==> src/rtl/commit_sq_pkg.sv <==
package commit_sq_pkg;
    typedef enum logic [2:0] {
        TS_IDLE               = 3'd0,
        TS_RUNNING            = 3'd1,
        TS_ROB_SQUASHING      = 3'd2,
        TS_TRAP_PENDING       = 3'd3,
        TS_FETCH_TRAP_PENDING = 3'd4
    } thread_state_e;
endpackage

==> src/rtl/commit_trap_delay.sv <==
module commit_trap_delay #(
    parameter int LAT_W = 8
) (
    input  logic             clk,
    input  logic             rst_n,
    input  logic             arm,
    input  logic [LAT_W-1:0] latency,
    output logic             fire,
    output logic             in_flight
);
    logic [LAT_W-1:0] remain_q;
    logic             busy_q;

    assign fire      = busy_q && (remain_q == '0);
    assign in_flight = busy_q;

    always_ff @(posedge clk) begin
        if (!rst_n) begin
            busy_q   <= 1'b0;
            remain_q <= '0;
        end else if (arm && !busy_q) begin
            busy_q   <= 1'b1;
            remain_q <= latency;
        end else if (fire) begin
            busy_q   <= 1'b0;
        end else if (busy_q) begin
            remain_q <= remain_q - 1'b1;
        end
    end

    // an accepted raise loads the programmed delay and holds the flight bit
    assert_trap_arm_R2: assert property (@(posedge clk) disable iff (!rst_n)
        (arm && !busy_q) |=> (busy_q && remain_q == $past(latency)));

    // servicing the trap clears the flight bit
    assert_fire_clears_R4: assert property (@(posedge clk) disable iff (!rst_n)
        fire |=> !busy_q);
endmodule

==> src/rtl/commit_age_filter.sv <==
module commit_age_filter #(
    parameter int SEQ_W = 32
) (
    input  logic             ex_valid,
    input  logic             ex_include_self,
    input  logic [SEQ_W-1:0] ex_seq,
    input  logic [SEQ_W-1:0] youngest,
    input  logic             trap_pending,
    input  logic             full_squash,
    output logic             accept,
    output logic [SEQ_W-1:0] boundary
);
    logic older_or_same;

    always_comb begin
        older_or_same = (ex_seq <= youngest);
        accept        = ex_valid && !trap_pending && older_or_same && !full_squash;
        boundary      = ex_include_self ? (ex_seq - 1'b1) : ex_seq;
    end
endmodule

==> src/rtl/commit_thread_ctrl.sv <==
module commit_thread_ctrl
    import commit_sq_pkg::*;
#(
    parameter int SEQ_W = 32,
    parameter int PC_W  = 32,
    parameter int LAT_W = 8,
    parameter int CNT_W = 16
) (
    input  logic             clk,
    input  logic             rst_n,
    input  logic [LAT_W-1:0] trap_latency,
    input  logic             trap_raise,
    input  logic             trap_from_fetch,
    input  logic             ctx_req,
    input  logic [PC_W-1:0]  restart_pc,
    input  logic             ex_valid,
    input  logic [SEQ_W-1:0] ex_seq,
    input  logic             ex_include_self,
    input  logic             ex_mispredict,
    input  logic             ex_taken,
    input  logic [PC_W-1:0]  ex_pc,
    input  logic             rob_done,
    input  logic             rob_empty,
    input  logic [SEQ_W-1:0] rob_head_seq,
    input  logic             stores_pending,
    input  logic             store_committed,
    input  logic             ins_valid,
    input  logic             ins_squashed,
    input  logic [SEQ_W-1:0] ins_seq,
    output logic             ins_accept,
    output logic             squash_pulse,
    output logic             squashing,
    output logic [SEQ_W-1:0] boundary,
    output logic [PC_W-1:0]  redirect_pc,
    output logic             redirect_mispredict,
    output logic             redirect_taken,
    output logic             empty_report,
    output logic             trap_waiting,
    output logic [2:0]       state_code,
    output logic [SEQ_W-1:0] youngest,
    output logic [CNT_W-1:0] mispredict_count
);
    thread_state_e state_q, state_d;

    logic             trap_fire, in_flight;
    logic             raise_ok, ctx_ok, full_sq, ex_ok, ins_ok;
    logic [SEQ_W-1:0] ex_boundary;
    logic [SEQ_W-1:0] full_boundary;
    logic [SEQ_W-1:0] youngest_q;
    logic             sq_q, misp_q, taken_q, empty_q;
    logic [SEQ_W-1:0] boundary_q;
    logic [PC_W-1:0]  pc_q;
    logic [CNT_W-1:0] count_q;

    commit_trap_delay #(.LAT_W(LAT_W)) u_delay (
        .clk       (clk),
        .rst_n     (rst_n),
        .arm       (raise_ok),
        .latency   (trap_latency),
        .fire      (trap_fire),
        .in_flight (in_flight)
    );

    commit_age_filter #(.SEQ_W(SEQ_W)) u_filter (
        .ex_valid        (ex_valid),
        .ex_include_self (ex_include_self),
        .ex_seq          (ex_seq),
        .youngest        (youngest_q),
        .trap_pending    (state_q == TS_TRAP_PENDING),
        .full_squash     (full_sq),
        .accept          (ex_ok),
        .boundary        (ex_boundary)
    );

    // squash source arbitration and next state
    always_comb begin
        raise_ok      = trap_raise && !in_flight;
        ctx_ok        = ctx_req && !in_flight && !trap_raise;
        full_sq       = trap_fire || ctx_ok;
        full_boundary = rob_empty ? '0 : (rob_head_seq - 1'b1);
        ins_ok        = ins_valid && !ins_squashed &&
                        (state_q != TS_ROB_SQUASHING) &&
                        (state_q != TS_TRAP_PENDING) &&
                        !full_sq && !ex_ok;
        state_d       = state_q;
        if (full_sq) begin
            state_d = TS_ROB_SQUASHING;
        end else if (raise_ok) begin
            state_d = trap_from_fetch ? TS_FETCH_TRAP_PENDING : TS_TRAP_PENDING;
        end else if (ex_ok) begin
            state_d = TS_ROB_SQUASHING;
        end else begin
            unique case (state_q)
                TS_IDLE:               if (ins_ok)   state_d = TS_RUNNING;
                TS_ROB_SQUASHING:      if (rob_done) state_d = TS_RUNNING;
                TS_RUNNING:            state_d = state_q;
                TS_TRAP_PENDING:       state_d = state_q;
                TS_FETCH_TRAP_PENDING: state_d = state_q;
                default:               state_d = TS_IDLE;
            endcase
        end
    end

    // state register
    always_ff @(posedge clk) begin
        if (!rst_n) state_q <= TS_IDLE;
        else        state_q <= state_d;
    end

    // output and tracking registers
    always_ff @(posedge clk) begin
        if (!rst_n) begin
            sq_q       <= 1'b0;
            boundary_q <= '0;
            pc_q       <= '0;
            misp_q     <= 1'b0;
            taken_q    <= 1'b0;
            youngest_q <= '0;
            count_q    <= '0;
            empty_q    <= 1'b0;
        end else begin
            sq_q    <= full_sq || ex_ok;
            empty_q <= rob_empty && !stores_pending && !store_committed;
            if (full_sq) begin
                boundary_q <= full_boundary;
                pc_q       <= restart_pc;
                misp_q     <= 1'b0;
                taken_q    <= 1'b0;
                youngest_q <= '0;
            end else if (ex_ok) begin
                boundary_q <= ex_boundary;
                pc_q       <= ex_pc;
                misp_q     <= ex_mispredict;
                taken_q    <= ex_taken;
                youngest_q <= ex_boundary;
                if (ex_mispredict) count_q <= count_q + 1'b1;
            end else if (ins_ok) begin
                youngest_q <= ins_seq;
            end
        end
    end

    assign ins_accept          = ins_ok;
    assign squash_pulse        = sq_q;
    assign squashing           = (state_q == TS_ROB_SQUASHING);
    assign boundary            = boundary_q;
    assign redirect_pc         = pc_q;
    assign redirect_mispredict = misp_q;
    assign redirect_taken      = taken_q;
    assign empty_report        = empty_q;
    assign trap_waiting        = in_flight;
    assign state_code          = state_q;
    assign youngest            = youngest_q;
    assign mispredict_count    = count_q;

    assert_full_squash_R4: assert property (@(posedge clk) disable iff (!rst_n)
        full_sq |=> (sq_q && youngest_q == '0 && !misp_q && state_q == TS_ROB_SQUASHING));

    assert_trap_blocks_R5: assert property (@(posedge clk) disable iff (!rst_n)
        (state_q == TS_TRAP_PENDING && !trap_fire) |=> !sq_q);

    assert_exec_boundary_R6: assert property (@(posedge clk) disable iff (!rst_n)
        (ex_ok && ex_include_self) |=> (boundary_q == $past(ex_seq) - SEQ_W'(1)));

    assert_done_return_R7: assert property (@(posedge clk) disable iff (!rst_n)
        (state_q == TS_ROB_SQUASHING && rob_done && !full_sq && !ex_ok && !raise_ok)
        |=> (state_q == TS_RUNNING));

    assert_insert_youngest_R8: assert property (@(posedge clk) disable iff (!rst_n)
        ins_ok |=> (youngest_q == $past(ins_seq)));

    assert_count_hold_R10: assert property (@(posedge clk) disable iff (!rst_n)
        !(ex_ok && ex_mispredict) |=> $stable(count_q));
endmodule

==> src/rtl/commit_squash_ctrl.sv <==
module commit_squash_ctrl #(
    parameter int NUM_THREADS = 4,
    parameter int SEQ_W       = 32,
    parameter int PC_W        = 32,
    parameter int LAT_W       = 8,
    parameter int CNT_W       = 16
) (
    input  logic                              clk,
    input  logic                              rst_n,
    input  logic [LAT_W-1:0]                  trap_latency,
    input  logic [NUM_THREADS-1:0]            trap_raise,
    input  logic [NUM_THREADS-1:0]            trap_from_fetch,
    input  logic [NUM_THREADS-1:0]            ctx_squash_req,
    input  logic [NUM_THREADS-1:0][PC_W-1:0]  restart_pc,
    input  logic [NUM_THREADS-1:0]            ex_squash_valid,
    input  logic [NUM_THREADS-1:0][SEQ_W-1:0] ex_squash_seq,
    input  logic [NUM_THREADS-1:0]            ex_include_self,
    input  logic [NUM_THREADS-1:0]            ex_mispredict,
    input  logic [NUM_THREADS-1:0]            ex_taken,
    input  logic [NUM_THREADS-1:0][PC_W-1:0]  ex_redirect_pc,
    input  logic [NUM_THREADS-1:0]            rob_done_squash,
    input  logic [NUM_THREADS-1:0]            rob_empty,
    input  logic [NUM_THREADS-1:0][SEQ_W-1:0] rob_head_seq,
    input  logic [NUM_THREADS-1:0]            stores_pending,
    input  logic [NUM_THREADS-1:0]            store_committed,
    input  logic [NUM_THREADS-1:0]            ins_valid,
    input  logic [NUM_THREADS-1:0]            ins_squashed,
    input  logic [NUM_THREADS-1:0][SEQ_W-1:0] ins_seq,
    output logic [NUM_THREADS-1:0]            ins_accept,
    output logic [NUM_THREADS-1:0]            squash_out,
    output logic [NUM_THREADS-1:0]            squashing_out,
    output logic [NUM_THREADS-1:0][SEQ_W-1:0] squash_boundary,
    output logic [NUM_THREADS-1:0][PC_W-1:0]  redirect_pc,
    output logic [NUM_THREADS-1:0]            redirect_mispredict,
    output logic [NUM_THREADS-1:0]            redirect_taken,
    output logic [NUM_THREADS-1:0]            rob_empty_out,
    output logic [NUM_THREADS-1:0]            trap_in_flight,
    output logic [NUM_THREADS-1:0][2:0]       thread_state,
    output logic [NUM_THREADS-1:0][SEQ_W-1:0] youngest_seq,
    output logic [NUM_THREADS-1:0][CNT_W-1:0] mispredict_count
);
    for (genvar t = 0; t < NUM_THREADS; t++) begin : g_thread
        commit_thread_ctrl #(
            .SEQ_W (SEQ_W),
            .PC_W  (PC_W),
            .LAT_W (LAT_W),
            .CNT_W (CNT_W)
        ) u_ctrl (
            .clk                 (clk),
            .rst_n               (rst_n),
            .trap_latency        (trap_latency),
            .trap_raise          (trap_raise[t]),
            .trap_from_fetch     (trap_from_fetch[t]),
            .ctx_req             (ctx_squash_req[t]),
            .restart_pc          (restart_pc[t]),
            .ex_valid            (ex_squash_valid[t]),
            .ex_seq              (ex_squash_seq[t]),
            .ex_include_self     (ex_include_self[t]),
            .ex_mispredict       (ex_mispredict[t]),
            .ex_taken            (ex_taken[t]),
            .ex_pc               (ex_redirect_pc[t]),
            .rob_done            (rob_done_squash[t]),
            .rob_empty           (rob_empty[t]),
            .rob_head_seq        (rob_head_seq[t]),
            .stores_pending      (stores_pending[t]),
            .store_committed     (store_committed[t]),
            .ins_valid           (ins_valid[t]),
            .ins_squashed        (ins_squashed[t]),
            .ins_seq             (ins_seq[t]),
            .ins_accept          (ins_accept[t]),
            .squash_pulse        (squash_out[t]),
            .squashing           (squashing_out[t]),
            .boundary            (squash_boundary[t]),
            .redirect_pc         (redirect_pc[t]),
            .redirect_mispredict (redirect_mispredict[t]),
            .redirect_taken      (redirect_taken[t]),
            .empty_report        (rob_empty_out[t]),
            .trap_waiting        (trap_in_flight[t]),
            .state_code          (thread_state[t]),
            .youngest            (youngest_seq[t]),
            .mispredict_count    (mispredict_count[t])
        );
    end
endmodule

==> config.mk <==
export PLATFORM = sky130hd
export DESIGN_NAME = commit_squash_ctrl
export DESIGN_NICKNAME = d
export VERILOG_FILES = /design/src/rtl/commit_sq_pkg.sv /design/src/rtl/commit_trap_delay.sv /design/src/rtl/commit_age_filter.sv /design/src/rtl/commit_thread_ctrl.sv /design/src/rtl/commit_squash_ctrl.sv
export SDC_FILE = /design/constraint.sdc
export NUM_CORES = 2
export LEC_CHECK = 0
export BUFFER_PORTS_ARGS = -buffer_cell sky130_fd_sc_hd__buf_2
export CAP_MARGIN = 25
export CORE_AREA = 2 2 459 461
export DETAILED_ROUTE_END_ITERATION = 10
export DIE_AREA = 0 0 461 463
export GPL_TIMING_DRIVEN = 0
export HOLD_SLACK_MARGIN = 0.08
export PLACE_DENSITY = 0.36
export SLEW_MARGIN = 15
export SYNTH_ARGS = -nofsm -noshare
export SYNTH_HDL_FRONTEND = slang
export SYNTH_SLANG_ARGS = --single-unit
export TNS_END_PERCENT = 50
==> constraint.sdc <==
create_clock -name clk -period 7.7 [get_ports clk]
set_input_delay 1.155 -clock clk [delete_from_list [all_inputs] [get_ports clk]]
set_output_delay 1.155 -clock clk [all_outputs]
set_load 0.1 [all_outputs]
# Word-level counts from Yosys, hierarchy flattened
# Index checks and enable logic that the tools add are counted.
# word_totals
reg_bits,512
output_inout_bits,488
wordCells,353
# classes
add_sub_neg,16
magnitude_cmp,4
n_eq_ne,52
n_mux,80
bitwise_logic,5
n_reduce_logical,148
# op_table
cell,n
two-way mux 32 bit,32
subtractor 32 x 1 -> 32 bit (second input constant),8
less-or-equal comparator 32 bit,4
two-way mux 8 bit,12
adder 16 x 1 -> 16 bit (second input constant),4
logical AND 1 bit,60
two-way mux 3 bit,20
case mux 3 bit (3 select lines),4
AND reduction 3 bit,12
zero test 1 bit,32
zero test 8 bit,4
nonzero test 2 bit,16
subtractor 8 x 1 -> 8 bit (second input constant),4
equality test 3 x 2 -> 1 bit (second input constant),8
inequality test 3 x 2 -> 1 bit (second input constant),8
inequality test 5 x 2 -> 1 bit (second input constant),4
inequality test 5 bit (second input constant),4
inequality test 4 x 1 -> 1 bit (second input constant),4
inequality test 4 x 2 -> 1 bit (second input constant),4
inequality test 4 bit (second input constant),4
equality test 3 x 1 -> 1 bit (second input constant),4
equality test 3 bit (second input constant),4
zero test 3 bit,4
inequality test 3 x 1 -> 1 bit (second input constant),4
8 further kinds,41

# Logic depth before layout (Yosys ltp)
# depth
ltp_word,13
mapped_depth,12
ltp_nobuf,9

# Modules after synthesis
# Synthesis repeated with hierarchy kept, for this count alone.
# hier_totals
cells_unflattened,3712
hier_area_um2,31630.3
# modules_own_cells
mod,n_inst,cells_per_inst,area_per_inst_um2,seq_area_each_um2
commit_thread_ctrl at g_thread[0].u_ctrl ...,2,639,5841.9,2382.3
commit_thread_ctrl at g_thread[2].u_ctrl ...,2,647,5791.8,2382.3
commit_age_filter,4,210,1471.4,0.0
commit_trap_delay,4,75,619.3,180.2

# Worst setup path after synthesis
# Ideal clock, no wire load.
# synth_path
kind,input -> output
startpoint,input ex_squash_seq[45] (netlist bit)
endpoint,output ins_accept[1]
arrival_ps,3561
required_ps,6545
path_slack_ps,2984
stages,11
n_path_buf,4
path_cell_list,ha_1 -> nand4_1 -> or4_1 -> nor2_1 -> a22oi_1 -> clkbuf_1 -> nor2_1 -> clkbuf_1 -> buf_1 -> nor2_1 -> buf_4
# synth_between
elab_chain_len,5
# synth_rtl
item,line_no,source
from (decl),commit_squash_ctrl.sv:16,"input logic [NUM_THREADS-1:0][SEQ_W-1:0] ex_squash_seq,"
less-or-equal comparator 32 bit,commit_age_filter.sv:16,older_or_same = (ex_seq <= youngest);
logical AND 1 bit (2 in series),commit_age_filter.sv:17,accept = ex_valid && !trap_pending && older_or_same && !full_squash;
zero test 1 bit,commit_thread_ctrl.sv:84,!full_sq && !ex_ok;
logical AND 1 bit,commit_thread_ctrl.sv:84,
to (decl),commit_squash_ctrl.sv:29,"output logic [NUM_THREADS-1:0] ins_accept,"
# Every way passes these cells.

# Worst setup path after layout
# layout_path
startpoint,input ex_squash_seq[79] (netlist bit)
endpoint,output ins_accept[2]
# Same word-level chain as after synthesis.

==> key figures <==
Setup path
  • R2R Path Start: g_thread[2].u_ctrl.youngest[31]
  • Worst-path fanout max: 10
  • Crit path kind: in2out
  • Crit path DAT: 5820 ps
  • Reg2reg end: g_thread[2].u_ctrl.redirect_pc[26]
  • Crit-path max cell delay: 760 ps
  • CP Data Required Time: 6550 ps
  • Worst path cell trace: buf_2 > ha_1 > nand4_1 > nor4_1 > a21boi_0 > o311ai_0 > clkdlybuf4s15_2 > nand3_1 > clkbuf_1 > clkbuf_1 > and2_1 > buf_4 > buf_2
  • CP startpoint kind: input pin
  • Flop-to-flop setup slack: 2830 ps
  • Slowest stage cell, crit path: clkbuf_1
  • Reg2reg path depth: 13
  • Critical Path Sink Type: output port

Synthesis
  • Cell taking the most area after synthesis: dfxtp_1
  • Synth Area in XOR/XNOR: 0.0686
  • Syn avg cell area: 7.93 um2
  • Area contributors post-synth: dfxtp_1 (34%), nand2_1 (6.4%), ha_1 (5.9%), mux2i_1 (4.0%), nor2_1 (3.8%)
  • Syn_nets: 4,693
  • Synth cell types: 84
  • Multiplexer share of the synthesized area: 0.0475
  • Synth Warn #: 0
  • Top FF cell, synth: dfxtp_1
  • Post-Synthesis Cell Area: 0.0305 mm2
  • Adder-Cell Fraction of Synth Area: 0.0591
  • Simple-Gate Fraction of Synth Area: 0.230
  • Largest family of logic cells by synthesized area: simple AND/OR/NAND/NOR gates
  • Post-synthesis instance total: 3,847
  • Post-synth EDFFs: 0
  • Ys async rst share: 0
  • Register bit count reported by yosys: 512
  • Top cells by count, synth: nand2_1 (522), dfxtp_1 (512), nor2_1 (309)
  • Post-synth top area share: 0.336
  • Sequential fraction of the synthesis area: 0.336
  • Post-synthesis compound-gate area fraction: 0.202
  • Most common cell in the synthesized netlist: nand2_1

Clock network
  • CTS root buf: clkbuf_16
  • H-tree depth: 3
  • Setup bufs post-CTS: 0
  • Hold-fix buffer count after cts: 0
  • CTS tree: done
  • PostCTS Resize Cnt: 0
  • Clock latency on the worst-skew pair: 720 ps
  • Clk buf depth: 3
  • Reg clk slew, reported paths: 50 ps
  • CTS Sinks: 512
  • Inserted Clock Buffers: 79

Timing
  • Setup Skew: 31.1 ps
  • Final min period: 6970 ps
  • Final Hold Vio Count: 0
  • Count of final setup violators: 0
  • Final period util: 0.906
  • Maximum clock frequency: 0.143 GHz
  • Slew HR: 0.262
  • Tightest Pin Transition: 1100 ps
  • Setup Total Neg Slack: 0 ps
  • RSZ-0062 raised after global routing: false
  • Slew Viols, Final: 0

Run
  • Maxcap violations: 0

Power
  • Pwr/cell area: 273 mW/mm2
  • Final total power: 11,800 uW
  • Max rail drop VDD: 0.184 mV
  • Static Leak: 0.0176 uW

Floorplanning
  • Cell Rows: 168
  • Starting Density: 0.146
  • # IOs: 1,190
  • Die width: 461 um
  • Placeable Area: 0.209 mm2
  • DIE AREA: 0.213 mm2
  • Die Ht: 463 um

GRT
  • Vias in the first global route: 35,500
  • Initial antenna violation count: 116
  • Largest net degree at the start of global routing: 11
  • Global-route wire length before repair: 314,000 um
  • Gr usage total: 0.213
  • Total gr overflow: 0

Detailed routing
  • DRC Markers: 0
  • DRT Pass-1 Iters: 6
  • Vias per cell: 4.52
  • Routed WL per cell: 29.5 um
  • Routed Antenna Nets: 0
  • Vias: 36,400
  • DRT iter0 DRCs: 2,534
  • WL final: 237,000 um

Cells and area
  • Share of layout cells above drive strength 1: 0.285
  • Final design instance area without fill: 0.0431 mm2
  • P&R area growth vs syn: 41.3%
  • Multi-input logic area: 0.0185 mm2
  • FF+latch area: 0.0102 mm2
  • Layout Utilization: 0.207
  • Nets: 5,983
  • Fillers: 23,700

Hold path
  • WHS Path Cells: 2
  • Min-delay src: g_thread[3].u_ctrl.redirect_mispredict
  • HP Class: reg2reg
  • Hold EP: g_thread[3].u_ctrl.redirect_mispredict

Place
  • Hpwl dp: 201,000 um
  • DP Area: 0.0404 mm2
  • GP Congestion: 0.943
  • IO buf count: 1,186

Run status
  • Status: complete, no violations
-- where the power goes --
part / leakage (uW) / switching [uW] / internal, uW
registers: 0.00420 / 273 / 2960
logic: 0.0121 / 3790 / 932
clock network: 0.00126 / 1570 / 2240
total: 0.0176 / 5630 / 6130
-- metrics by stage --
step           worst slack (ps)  hold WS [ps]  std cells
4_1_cts                     520           463       7999
3_5_place_dp                619           452       7860
5_1_grt                     576           491       8022
3_3_place_gp                527           443       7838
6_report                    726           457       8045
2_1_floorplan              2980           432       3847
-- critical path: cells and delay by family --
kind                     cells  cell delay (ps)
AO/OA/AOI/OAI                2              520
AND/OR/NAND/NOR              4             1530
adder cells (fa/ha/maj)      1              310
buffers and inverters        6             2270
-- cell usage in the layout, fill, tap and decap left out, drive strengths merged, types with 106 or more instances in the layout --
master     n
nor3     131
clkbuf   322
xnor2    132
nand2    522
ha       144
mux2i    121
buf     1266
xor2     106
inv      174
nor2     309
dfxtp    512
a21oi    185
o21ai    206
a31oi    151
a211oi   109
-- kinds of logic (layout without fill, tap and decap cells) --
family,after synthesis,after routing
muxes,142,142
buffers and inverters,430,1778
and+or+nand+nor,1448,1448
AOI/OAI and AO/OA,933,933
adders and majority gates,144,144
xor gates and xnor gates,238,238
DFF,512,512
other,0,45
-- worst max-delay path by stage --
stage	depth (start not counted)	start	to
after global routing	13	g_thread[2].u_ctrl.youngest[12]	ins_accept[2]
after floorplan	11	ex_squash_seq[45]	ins_accept[1]
after global placement	12	ex_squash_seq[77]	ins_accept[2]
final	13	ex_squash_seq[79]	ins_accept[2]
after detailed placement	13	ex_squash_seq[79]	ins_accept[2]
after CTS	13	g_thread[2].u_ctrl.youngest[12]	ins_accept[2]
-- layer usage --
layer	global-route usage	routed length, um	share of wire
met1	0.248	93800	0.40
met2	0.355	111000	0.47
met3	0.0716	22300	0.094
met4	0.0893	9490	0.040
met5	0	427	0.0018
-- cell type report --
type | count | area share
clock buffers | 120 | 0.0548
repair buffers | 1209 | 0.147
flip-flops and latches | 512 | 0.238
multi-input cells | 2905 | 0.430
clock inverters | 19 | 0.00520
inverters | 170 | 0.0148
plain buffers | 260 | 0.0259
well taps | 2805 | 0.0814
diodes | 45 | 0.00261
-- flip-flops by register name, indices dropped and copies added, names as in the netlist --
register                             count
g_thread.u_ctrl.squash_pulse             4
g_thread.u_ctrl.u_delay.in_flight        4
g_thread.u_ctrl.state_code              12
g_thread.u_ctrl.u_delay.remain_q        32
g_thread.u_ctrl.empty_report             4
g_thread.u_ctrl.mispredict_count        64
g_thread.u_ctrl.youngest               128
g_thread.u_ctrl.redirect_mispredict      4
g_thread.u_ctrl.boundary               128
g_thread.u_ctrl.redirect_taken           4
g_thread.u_ctrl.redirect_pc            128
Power figures use the tool's default switching activity.
